--- config.mk ---
export PLATFORM = sky130hd
export DESIGN_NAME = ir_phy_stager
export DESIGN_NICKNAME = d
export VERILOG_FILES = /design/src/rtl/irst_pkg.sv /design/src/rtl/ir_cfg_stage.sv /design/src/rtl/ir_sir_shaper.sv /design/src/rtl/ir_phy_stager.sv
export SDC_FILE = /design/constraint.sdc
export NUM_CORES = 1
export LEC_CHECK = 0
export CAP_MARGIN = 20
export CORE_MARGIN = 2
export CORE_UTILIZATION = 50
export CTS_CLUSTER_DIAMETER = 40
export DETAILED_ROUTE_END_ITERATION = 16
export GPL_TIMING_DRIVEN = 0
export HOLD_SLACK_MARGIN = 0.02
export PLACE_DENSITY = 0.75
export SLEW_MARGIN = 20
export SYNTH_ARGS = -nofsm -noshare
export SYNTH_HDL_FRONTEND = slang
export SYNTH_SLANG_ARGS = --single-unit
--- constraint.sdc ---
create_clock -name clk -period 4.4 [get_ports clk]
set_clock_uncertainty 0.15 [all_clocks]
set_input_delay 0.88 -clock clk [delete_from_list [all_inputs] [get_ports clk]]
set_output_delay 0.88 -clock clk [all_outputs]
set_load 0.005 [all_outputs]
--- src/rtl/irst_pkg.sv ---
package irst_pkg;

    localparam int STAT_W = 16;

    // Staged mode word, bit 0 at the right.
    typedef struct packed {
        logic loop;
        logic rx_en;
        logic tx_en;
        logic rx_inv;
        logic tx_inv;
        logic crc16;
        logic fir;
        logic mir;
        logic sir;
    } ir_cfg_t;

    localparam int CFG_W = $bits(ir_cfg_t);

    // Settings latched on the enable edge.
    typedef struct packed {
        logic sir;
        logic mir;
        logic fir;
        logic crc16;
        logic tx_inv;
        logic rx_inv;
        logic err;
    } ir_applied_t;

    function automatic logic mode_clash(input ir_cfg_t c);
        return (c.sir & c.mir) | (c.sir & c.fir) | (c.mir & c.fir);
    endfunction

    function automatic ir_applied_t latch_cfg(input ir_cfg_t c);
        ir_applied_t a;
        a.sir    = c.sir;
        a.mir    = c.mir;
        a.fir    = c.fir;
        a.crc16  = c.crc16;
        a.tx_inv = c.tx_inv;
        a.rx_inv = c.rx_inv;
        a.err    = mode_clash(c);
        return a;
    endfunction

    function automatic logic [STAT_W-1:0] pack_status(input logic en,
                                                      input ir_applied_t a,
                                                      input ir_cfg_t live);
        logic on;
        on = en & ~a.err;
        return {en, a.err, on & a.fir, on & a.mir, on & a.sir,
                live.tx_en, live.rx_en & (~live.tx_en | live.loop),
                en & a.crc16, 8'h00};
    endfunction

endpackage

--- src/rtl/ir_cfg_stage.sv ---
module ir_cfg_stage
    import irst_pkg::*;
#(
    parameter int PHY_W = 16
) (
    input  logic             clk,
    input  logic             rst,
    input  logic             cfg_we,
    input  ir_cfg_t          cfg_d,
    input  logic             phy_we,
    input  logic [PHY_W-1:0] phy_d,
    input  logic             phy_en,
    output logic             en_q,
    output ir_applied_t      act,
    output logic [PHY_W-1:0] act_phy,
    output ir_cfg_t          live_cfg
);

    ir_cfg_t          stg_cfg;
    logic [PHY_W-1:0] stg_phy;
    logic             apply;

    assign apply    = phy_en & ~en_q;
    assign live_cfg = stg_cfg;

    always_ff @(posedge clk) begin
        if (rst) begin
            stg_cfg <= '0;
            stg_phy <= '0;
        end else begin
            if (cfg_we) stg_cfg <= cfg_d;
            if (phy_we) stg_phy <= phy_d;
        end
    end

    always_ff @(posedge clk) begin
        if (rst) begin
            en_q    <= 1'b0;
            act     <= '0;
            act_phy <= '0;
        end else begin
            en_q <= phy_en;
            if (apply) begin
                act     <= latch_cfg(stg_cfg);
                act_phy <= stg_phy;
            end
        end
    end

endmodule

--- src/rtl/ir_sir_shaper.sv ---
module ir_sir_shaper #(
    parameter int BAUD_W   = 6,
    parameter int WID_W    = 5,
    parameter int CELL_SUB = 16
) (
    input  logic              clk,
    input  logic              rst,
    input  logic              run,
    input  logic              ref_tick,
    input  logic              unit_tick,
    input  logic [BAUD_W-1:0] baud,
    input  logic [WID_W-1:0]  width,
    input  logic              tx_bit,
    output logic              tx_take,
    output logic              pulse_on
);

    localparam int CELL_W  = $clog2(CELL_SUB) + BAUD_W;
    localparam int PULSE_W = WID_W + BAUD_W + 1;

    logic [BAUD_W:0]    baud_p1;
    logic [WID_W:0]     wid_p1;
    logic [PULSE_W-1:0] pulse_len;
    logic [CELL_W:0]    cell_full;
    logic [CELL_W-1:0]  cell_last;
    logic [CELL_W-1:0]  cell_cnt;
    logic [PULSE_W-1:0] pulse_cnt;

    assign baud_p1   = (BAUD_W+1)'(baud) + (BAUD_W+1)'(1);
    assign wid_p1    = (WID_W+1)'(width) + (WID_W+1)'(1);
    assign pulse_len = PULSE_W'(wid_p1) * PULSE_W'(baud_p1);
    assign cell_full = (CELL_W+1)'(baud_p1) * (CELL_W+1)'(CELL_SUB);
    assign cell_last = CELL_W'(cell_full - (CELL_W+1)'(1));

    assign tx_take  = run & ref_tick & (cell_cnt == '0);
    assign pulse_on = (pulse_cnt != '0);

    always_ff @(posedge clk) begin
        if (rst || !run) begin
            cell_cnt  <= '0;
            pulse_cnt <= '0;
        end else if (tx_take) begin
            cell_cnt  <= cell_last;
            pulse_cnt <= tx_bit ? '0 : pulse_len;
        end else begin
            if (ref_tick) cell_cnt <= cell_cnt - CELL_W'(1);
            if (unit_tick && pulse_on) pulse_cnt <= pulse_cnt - PULSE_W'(1);
        end
    end

endmodule

--- src/rtl/ir_phy_stager.sv ---
module ir_phy_stager
    import irst_pkg::*;
#(
    parameter int BAUD_W   = 6,
    parameter int WID_W    = 5,
    parameter int PRE_W    = 5,
    parameter int CELL_SUB = 16
) (
    input  logic                              clk,
    input  logic                              rst,
    input  logic                              cfg_we,
    input  logic [CFG_W-1:0]                  cfg_wdata,
    input  logic                              phy_we,
    input  logic [BAUD_W+WID_W+PRE_W-1:0]     phy_wdata,
    input  logic                              phy_en,
    input  logic                              ref_tick,
    input  logic                              unit_tick,
    input  logic                              tx_bit,
    output logic                              tx_take,
    output logic                              ir_tx,
    input  logic                              ir_rx,
    output logic                              rx_data,
    output logic [STAT_W-1:0]                 status,
    output logic [BAUD_W+WID_W+PRE_W-1:0]     phy_act
);

    localparam int PHY_W    = BAUD_W + WID_W + PRE_W;
    localparam int WID_LSB  = PRE_W;
    localparam int BAUD_LSB = PRE_W + WID_W;

    logic        en_q;
    ir_applied_t act;
    ir_cfg_t     live_cfg;
    logic        run;
    logic        pulse_on;

    ir_cfg_stage #(.PHY_W(PHY_W)) u_stage (
        .clk      (clk),
        .rst      (rst),
        .cfg_we   (cfg_we),
        .cfg_d    (ir_cfg_t'(cfg_wdata)),
        .phy_we   (phy_we),
        .phy_d    (phy_wdata),
        .phy_en   (phy_en),
        .en_q     (en_q),
        .act      (act),
        .act_phy  (phy_act),
        .live_cfg (live_cfg)
    );

    assign run = en_q & act.sir & ~act.err;

    ir_sir_shaper #(
        .BAUD_W   (BAUD_W),
        .WID_W    (WID_W),
        .CELL_SUB (CELL_SUB)
    ) u_shape (
        .clk       (clk),
        .rst       (rst),
        .run       (run),
        .ref_tick  (ref_tick),
        .unit_tick (unit_tick),
        .baud      (phy_act[BAUD_LSB +: BAUD_W]),
        .width     (phy_act[WID_LSB +: WID_W]),
        .tx_bit    (tx_bit),
        .tx_take   (tx_take),
        .pulse_on  (pulse_on)
    );

    assign ir_tx   = en_q & (pulse_on ^ act.tx_inv);
    assign rx_data = ir_rx ^ act.rx_inv;
    assign status  = pack_status(en_q, act, live_cfg);

endmodule

==> flow_metrics.tcl, run 1 <==
set metrics [dict create \
    status "finished, final reports clean" \
    setup_viol 0 \
    period_minus_slack_ps 4320 \
    worst_ep_arrival_time_ps 4380 \
    clock_path_buffers 2 \
    critPathLaunchType "flip-flop" \
    netlist_area_um2 4580 \
    core-area_um2 8810 \
    viasPerCell 5.49 \
    crit_fanout 6 \
    drc 0 \
    setup_ws_ps 80.0 \
    ys_seq_elements 71 \
    clk_pin_slew_ps 80 \
    whs_path_depth 2 \
    timing.final.hold_violations 0 \
    yosysSeqAreaShare_pct 31.0 \
    numPortBuffers 57 \
    finalWirelength_um 11500 \
    area_delta_synth_final_pct 30.6 \
    slew_headroom_pct 50.5 \
    worst-path-stages 18 \
    cpMaxStageDelayCell "fa_1" \
    rows 34 \
    tritoncts "done" \
    fillCellCount 689 \
    grt_first_pass_wirelength_um 17800 \
    first_pass_iters 5 \
    nets 721 \
    fp.dieW_um 99.7 \
    drive_gt1_share_pct 15.9 \
    worstSetupPathType "flip-flop to flip-flop" \
    synth_edf_count 0 \
    r2r-start "u_stage.act_phy[10]" \
    placed_cells 720 \
    vias 4143 \
    synthFlopType "dfxtp_1" \
    peakVddDrop_mv 0.215 \
    dp_hpwl_um 7960 \
    power_leakage_uw 0.00247 \
    dieHeight_um 99.7 \
    drt_iter0_markers 298 \
    min_to "u_stage.act_phy[11]" \
    max_slew.worst_pin.slew_ps 743 \
    power_per_cell_area_nw_per_um2 234 \
    grt_remaining_overflow 0 \
    ys_types 54 \
    first_global_vias 4009 \
    reg2reg_slack_ps 80 \
    cp_top_family "adder cells" \
    ant_nets 0 \
    ctsHtreeMaxLevel 3 \
    total_power_uw 1400 \
    layout.cells.non_filler 755 \
    critPathCaptureType "flip-flop" \
    syn_inst 548 \
    cts_made_buffers 9 \
    crit_buf_inv 5 \
    synth.yosys.warnings 0 \
    track_usage_pct 22.2 \
    maxSlewViolCount 0 \
    routabilityCongestion 0.883 \
    wl_per_cell_um 15.2 \
    cp.required_ps 4460 \
    synth.avg_cell_area_um2 8.35 \
    maxCapViolCount 0 \
    rr_worst_depth 18 \
    fin_crit_sh_pct 98.2 \
    holdCritPathClass "flip-flop to flip-flop" \
    diodes 0 \
    cp_cell_sequence "buf_8 > nand2_2 > o21a_1 > nor2_2 > or2_2 > fa_1 > inv_1 > fa_1 > inv_1 > fa_1 > inv_1 > ha_4 > nand3_1 > o211ai_1 > buf_4 > or3_1 > nand3_1 > a21oi_1" \
    clk_latency_ps 350 \
    initial_core_util_pct 52.0 \
    critPathMaxStageDelay_ps 530 \
    grt_max_degree 14 \
    min_from "u_stage.stg_phy[11]" \
    grt_antenna_before_repair 0 \
    root_buffer "clkbuf_8" \
    dp_slack_ps -367 \
    cts_sinks 71 \
    max_freq_mhz 231 \
    worstReg2RegEnd "u_shape.pulse_cnt[9]" \
    ioPinCount 69 \
    holdWs_ps 305 \
    async_flop_share_pct 0 \
    dieArea_um2 9940 \
]
## flip-flops by register name, indices dropped and copies added (netlist names)
signal,flops
u_stage.stg_phy,16
u_stage.live_cfg,9
u_stage.en_q,1
u_stage.act,7
u_shape.pulse_cnt,12
u_stage.act_phy,16
u_shape.cell_cnt,10
## metrics by stage
step                util (%)  cell area [µm²]  TNS [ps]
finish                  67.9             5980         0
global placement        60.7             5340      -358
floorplan                  -             4640         0
global route            67.9             5980      -114
CTS                     65.2             5740         0
detailed placement      60.7             5340      -425
## worst max-delay path by stage
stage                                    from                     to  slack [ps]
final                     u_stage.act_phy[10]   u_shape.pulse_cnt[9]          80
after global routing      u_stage.act_phy[10]   u_shape.pulse_cnt[9]         -70
after CTS                 u_stage.act_phy[11]  u_shape.pulse_cnt[11]           1
after detailed placement  u_stage.act_phy[11]  u_shape.pulse_cnt[11]        -370
after global placement     u_stage.act_phy[5]  u_shape.pulse_cnt[11]        -330
after floorplan           u_stage.act_phy[11]  u_shape.pulse_cnt[11]          10
## where the power goes
group	total, µW	switching (µW)	internal, µW
sequential	680	19.5	661
combinational	170	78.4	91.1
clock	547	267	280
## tightest hold or removal path, delay by kind of cell (launching register included)
| family | cells | cell delay [ps] |
|---|---|---|
| simple gates | 1 | 50 |
| flops | 1 | 320 |
| compound gates | 1 | 50 |
## synth_stat cells (2+ instances only)
master	n	area share [%]
nor4b_1	2	0.38
buf_2	4	0.44
o2111ai_1	3	0.57
and4_1	2	0.38
or4_1	2	0.33
fa_1	20	8.7
a211oi_1	6	0.98
nor2_1	65	5.3
a21boi_0	2	0.33
o21ai_0	12	1.3
xor2_1	13	2.5
nor2b_1	10	1.4
nand2_1	65	5.3
dfxtp_1	71	31
o211ai_1	4	0.66
buf_4	11	1.8
nand4_1	6	0.82
ha_1	25	6.8
inv_1	34	2.8
mux2i_1	25	5.5
a21oi_1	48	5.2
clkbuf_1	16	1.3
or2_2	7	0.96
xnor2_1	14	2.7
or3_1	5	0.68
mux2_2	2	0.49
nand2b_1	4	0.55
nor4_1	5	0.68
nor3_1	11	1.2
nand3_1	22	2.4
a21o_1	2	0.33
buf_1	2	0.16
and2_1	7	0.96
## routing by layer
| metal | global-route usage, % | wire length (µm) |
|---|---|---|
| met4 | 6.95 | 214 |
| met5 | 0 | 0 |
| met3 | 7.24 | 854 |
| met2 | 39.4 | 5790 |
| met1 | 25.2 | 4610 |
## cell type report
class                           instances  area [µm²]  share of cell area, %
Buffer                                 32         184                   3.08
Clock buffer                           10         138                   2.30
Clock inverter                          6        68.8                   1.15
Inverter                               34         128                   2.13
Multi-Input combinational cell        417        3160                   52.8
Sequential cell                        71        1450                   24.3
Tap cell                              108         135                   2.26
Timing Repair Buffer                   77         721                   12.1
## what timing repair did
action                                  CTS  global route
endpoints found under the setup margin    2             3
buffers inserted                          9            11
cloned                                    0             0
pin swaps                                 5             7
resized for setup                        25            27
hold buffers                              0             0
## logic make-up (layout without fill, tap and decap cells)
logic type                 count (synthesis)  in the layout  synth area share [%]
adders and majority gates                 45             45                  15.6
DFF                                       71             71                  31.0
other                                      1              8                0.0819
muxes                                     27             27                  5.96
AOI/OAI and AO/OA                         89             89                  12.3
xor gates and xnor gates                  28             28                  5.66
and+or+nand+nor                          220            220                  22.9
buffers and inverters                     67            159                  6.50
## cell usage in the layout (no fill, tap or decap), types with 9 or more instances in the layout
master / n
clkbuf_8: 10
clkdlybuf4s50_1: 57
mux2i_1: 25
nor3_1: 10
xnor2_1: 10
a21oi_1: 47
xor2_1: 9
o21ai_0: 11
dfxtp_1: 61
inv_1: 34
nand2_1: 64
clkbuf_1: 14
nor2_1: 63
nor2b_1: 10
fa_1: 20
buf_4: 31
ha_1: 19
nand3_1: 17
Note: power is estimated with default switching activity, not from simulation.
==> run 2, diff against run 1 <==
Settings changed: GPL_ROUTABILITY_DRIVEN set to 0, MAX_ROUTING_LAYER set to met4.
==> run 2 against run 1 <==
  * Worst setup slack got worse by 8.4 ps
  * Critical path depth down 1
  * Register-to-register slack barely moved
  * Largest cell class unchanged
  * Total power fell by 1.1%
  * Maximum frequency fell by 0.19%
  * Combinational power about the same
  * Cell count is the same
  * Sequential power is essentially flat
==> flow_metrics.tcl, run 2 (same netlist as run 1, synthesis figures left out) <==
set metrics [dict create \
    internal-power_uw 1020 \
    top_regs "u_stage.act_phy (16), u_stage.stg_phy (16), u_shape.pulse_cnt (12)" \
    dp_hpwl_um 8080 \
    cp.required_ps 4450 \
    area_delta_synth_final_pct 29.8 \
    slew_headroom_pct 50.5 \
    nets 721 \
    switching_share_pct 26.2 \
    first_global_vias 4050 \
    timing.final.hold_violations 0 \
    drive_gt1_share_pct 15.9 \
    root_buffer "clkbuf_8" \
    post_cts_hold_buffer_count 0 \
    core-area_um2 8810 \
    tritoncts "done" \
    vias 4104 \
    ctsHtreeMaxLevel 3 \
    grt_max_degree 14 \
    pwr-share-clk_pct 38.4 \
    dieArea_um2 9940 \
    switchingPower_uw 362 \
    critPathLaunchType "flip-flop" \
    diodes 0 \
    rr_worst_depth 17 \
    dieHeight_um 99.7 \
    fillCellCount 678 \
    setup_tns_ps 0 \
    power_per_cell_area_nw_per_um2 233 \
    whs_path_depth 2 \
    finalWirelength_um 11200 \
    fin_util_pct 67.5 \
    fp.dieW_um 99.7 \
    cts_sinks 71 \
    seqPwrFrac_pct 49.1 \
    grt_antenna_before_repair 0 \
    holdCritPathClass "flip-flop to flip-flop" \
    reg2reg_slack_ps 70 \
    grt_remaining_overflow 0 \
    numPortBuffers 57 \
    clk_pin_slew_ps 90 \
    mostFrequentLayoutCells "nand2_1, nor2_1, dfxtp_1, clkdlybuf4s50_1, a21oi_1" \
    worstSetupPathType "flip-flop to flip-flop" \
    clock_path_buffers 2 \
    final_common_cell "nand2_1" \
    seq_area_um2 1450 \
    grt_first_pass_wirelength_um 18100 \
    cts_made_buffers 9 \
    ant_nets 0 \
    multi_input_area_um2 3120 \
    rows 34 \
    first_pass_iters 5 \
    maxCapViolCount 0 \
    wl_per_cell_um 14.8 \
    peakVddDrop_mv 0.284 \
    drt_iter0_markers 193 \
    drc 0 \
    track_usage_pct 22.9 \
    power_leakage_uw 0.00248 \
    initial_core_util_pct 52.0 \
    clk_latency_ps 350 \
    period_minus_slack_ps 4330 \
    critPathCaptureType "flip-flop" \
    viasPerCell 5.44 \
    max_slew.worst_pin.slew_ps 743 \
    maxSlewViolCount 0 \
    ioPinCount 69 \
    crit_fanout 6 \
    worst_ep_arrival_time_ps 4380 \
    fin_crit_sh_pct 98.4 \
    max_freq_mhz 231 \
    status "finished, final reports clean" \
    setup_viol 0 \
    p_comb_share_pct 12.4 \
]
## run 2: cell count changes in the layout (fill, tap and decap cells not counted), moves of 2 or more
cell / previous run / this run
nand3_2: 2 / 5
nand3_4: 3 / 1
xor2_2: 0 / 2
xor2_4: 4 / 2
## run 2: stage by stage
step	power (µW)	setup slack (ps)	instances	cell area [µm²]	hold slack, ps
3_5_place_dp	850	-397	720	5340	293
2_1_floorplan	782	14.1	555	4640	274
5_1_grt	1440	-64.6	755	5940	311
3_3_place_gp	846	-355	720	5340	285
4_1_cts	1380	5.64	742	5760	289
6_report	1380	71.6	755	5940	280
## run 2: path summary, 6_finish.rpt
| path | start | end |
|---|---|---|
| worst max-delay path | u_stage.act_phy[14] | u_shape.pulse_cnt[9] |
| worst min-delay path | u_stage.stg_phy[11] | u_stage.act_phy[11] |
| worst max register to register | u_stage.act_phy[14] | u_shape.pulse_cnt[9] |
| worst min register to register | u_stage.stg_phy[11] | u_stage.act_phy[11] |
## run 2: worst max-delay path, cell delays in order (launching register included)
cell	delay, ps
dfxtp_4	400
nand3_2	150
nor3_4	230
nor2_2	90
or2_2	290
fa_1	490
inv_1	60
fa_1	530
inv_1	50
fa_1	530
inv_1	60
ha_4	260
nand3_1	70
o211ai_1	150
buf_4	170
or3_1	330
nand3_2	110
a21oi_1	70
## run 2: area by class of cell
type                    instances  share of cell area, %
plain buffers                  32                   3.26
clock buffers                  10                   2.15
clock inverters                 6                   1.18
inverters                      34                   2.15
multi-input cells             417                   52.5
flip-flops and latches         71                   24.4
well taps                     108                   2.27
repair buffers                 77                   12.1
## run 2: power groups by stage
stage,sequential (µW),clock (µW),combinational [µW]
after floorplan,691,0,90.8
after global placement,694,0,152
after detailed placement,695,0,156
after CTS,681,538,163
after global routing,682,569,189
final,679,531,172
## run 2: timing repair
| item | in CTS | in global routing |
|---|---|---|
| pin swaps | 8 | 10 |
| resized for setup | 28 | 21 |
| setup endpoints to repair | 4 | 3 |
| setup buffers | 7 | 13 |
## run 2: routing by layer
| metal | global-route usage [%] | share of wire (%) | up-vias |
|---|---|---|---|
| li1 | - | - | 2028 |
| met1 | 27.4 | 44 | 1946 |
| met2 | 38.3 | 49 | 111 |
| met3 | 5.48 | 4.9 | 19 |
| met4 | 7.38 | 1.7 | 0 |
| met5 | - | 0 | - |
==> run 3, diff against run 2 <==
Settings changed: CORE_MARGIN 2 to 1.5, CORE_UTILIZATION 50 to 40, PLACE_DENSITY 0.75 to 0.59.
Clock period 4.4 ns to 5.58 ns, I/O delays scaled along.
==> run 3 against run 2 <==
  * Largest cell class unchanged
  * Sequential power fell by 21%
  * Die area rose by 22%
  * Sequential share of layout area rose by 0.80 points
  * First-iteration DRC count fell by 7.8%
  * Maximum frequency fell by 16%
  * Critical path depth fell by 2
  * Critical endpoint is now u_shape.pulse_cnt[11]
  * Cell count rose by 1.7%
==> flow_metrics.tcl, run 3 (same netlist as run 1, synthesis figures left out) <==
set metrics [dict create \
    status "finished, final reports clean" \
    finalWirelength_um 10700 \
    critPathCaptureType "flip-flop" \
    slew_headroom_pct 43.3 \
    rows 38 \
    peakVddDrop_mv 0.212 \
    dieArea_um2 12100 \
    diodes 0 \
    drc 0 \
    min_from "u_stage.live_cfg[5]" \
    nets 702 \
    gr-usage-met3_pct 3.88 \
    maxCapViolCount 0 \
    holdCritPathClass "flip-flop to flip-flop" \
    min_to "u_stage.act[1]" \
    final_common_cell "dfxtp_1" \
    reg2reg_slack_ps 440 \
    clock_path_buffers 2 \
    power_leakage_uw 0.00236 \
    use_met1_pct 24.4 \
    mostFrequentLayoutCells "dfxtp_1, nand2_1, nor2_1, clkdlybuf4s50_1, a21oi_1" \
    ctsHtreeMaxLevel 3 \
    first_pass_iters 4 \
    holdWs_ps 301 \
    tritoncts "done" \
    clk_latency_ps 330 \
    whs_path_depth 2 \
    track_usage_pct 20.1 \
    rr_worst_depth 15 \
    cts_sinks 71 \
    setup_tns_ps 0 \
    maxSlewViolCount 0 \
    setup_viol 0 \
    max_slew.worst_pin.slew_ps 844 \
    grt_antenna_before_repair 0 \
    cts_made_buffers 9 \
    clk_pin_slew_ps 50 \
    post_cts_buffers 0 \
    initial_core_util_pct 41.7 \
    ant_nets 0 \
    first_global_vias 3897 \
    drt_iter0_markers 178 \
    design_area_um2 5640 \
    ioPinCount 69 \
    numPortBuffers 57 \
    worst_ep_arrival_time_ps 5250 \
    grt.busiest_layer "met2" \
    place_area_um2 5350 \
    drive_gt1_share_pct 7.17 \
    period_minus_slack_ps 5140 \
    fin_crit_sh_pct 92.2 \
    max_freq_mhz 194 \
    dp_hpwl_um 8330 \
    worstSetupPathType "flip-flop to flip-flop" \
    area_delta_synth_final_pct 23.3 \
    wl_per_cell_um 14.0 \
    use_met2_pct 33.8 \
    grt_first_pass_wirelength_um 18200 \
    r2r-start "u_stage.act_phy[10]" \
    core-area_um2 11000 \
    worstReg2RegEnd "u_shape.pulse_cnt[11]" \
    power_per_cell_area_nw_per_um2 217 \
    vias 3894 \
    root_buffer "clkbuf_16" \
    viasPerCell 5.07 \
    dieHeight_um 110 \
    grt_max_degree 12 \
    crit_fanout 10 \
    timing.final.hold_violations 0 \
    grt_remaining_overflow 0 \
    top_regs "u_stage.act_phy (16), u_stage.stg_phy (16), u_shape.pulse_cnt (12)" \
    cp.required_ps 5690 \
    fp.dieW_um 110 \
    critPathLaunchType "flip-flop" \
    rsz0062_at_grt "false" \
]
-- run 3: changes by cell type in the layout (fill, tap and decap cells not counted), moves of 3 or more --
| cell | previous run | this run |
|---|---|---|
| nand3_2 | 5 | 0 |
| ha_4 | 4 | 0 |
| nand3_1 | 16 | 22 |
| dfxtp_4 | 6 | 0 |
| buf_4 | 31 | 11 |
| dfxtp_2 | 4 | 0 |
| ha_1 | 19 | 25 |
| xor2_1 | 9 | 13 |
| clkbuf_16 | 1 | 9 |
| clkbuf_1 | 15 | 18 |
| xnor2_1 | 10 | 14 |
| dfxtp_1 | 61 | 71 |
| clkinv_4 | 3 | 0 |
| clkbuf_8 | 9 | 1 |
-- run 3: critical path: stages, from the launching register on --
cell      delay [ps]
dfxtp_1          440
clkbuf_2         290
nand2_1          100
nor3_1           370
nor2_1           190
or2_2            320
fa_1             510
fa_1             440
fa_1             540
inv_1             40
ha_1             340
a21oi_1          240
o211ai_1         180
o41ai_1          270
xnor3_1          470
o21ai_0          160
-- run 3: timing repair --
item / in CTS / in global routing
hold buffers: 0 / 0
setup endpoints to repair: 0 / 1
resized for setup: 0 / 2
-- run 3: report_power, final --
group	leakage [µW]	total [µW]	internal [µW]	switching, µW
clock	0.000140	568	358	210
sequential	0.000579	537	524	12.7
combinational	0.00164	122	64.0	57.9
-- run 3: stage by stage --
stage	util, %	power (µW)	worst slack [ps]	cells
2_1_floorplan	-	615	891	555
3_3_place_gp	48.7	668	190	752
3_5_place_dp	48.7	670	226	752
4_1_cts	51.4	1240	205	768
5_1_grt	51.4	1280	97.1	768
6_report	51.4	1230	435	768
-- run 3: worst max-delay path by stage --
stage / from / end / slack (ps) / cells past startpoint
after global routing: u_stage.act_phy[10] / u_shape.pulse_cnt[11] / 100 / 17
after detailed placement: u_stage.act_phy[10] / u_shape.pulse_cnt[11] / 230 / 15
after CTS: u_stage.act_phy[10] / u_shape.pulse_cnt[11] / 200 / 17
after global placement: u_stage.act_phy[10] / u_shape.pulse_cnt[11] / 190 / 15
after floorplan: u_stage.act_phy[10] / u_shape.pulse_cnt[11] / 890 / 17
final: u_stage.act_phy[10] / u_shape.pulse_cnt[11] / 440 / 15
-- run 3: per-layer routing --
metal,vias up,wire length [µm]
met5,-,0
met4,0,113
met3,11,398
met2,79,5110
met1,1810,5100
li1,1994,-
-- run 3: cell type report --
type / instances / area (µm²)
tap: 140 / 175
fill: 1072 / 5340
clock buffer: 13 / 250
sequential: 71 / 1420
buffer: 33 / 171
multi-input combinational: 417 / 2890
timing repair buffer: 57 / 571
inverter: 34 / 128
clock inverter: 3 / 42.5
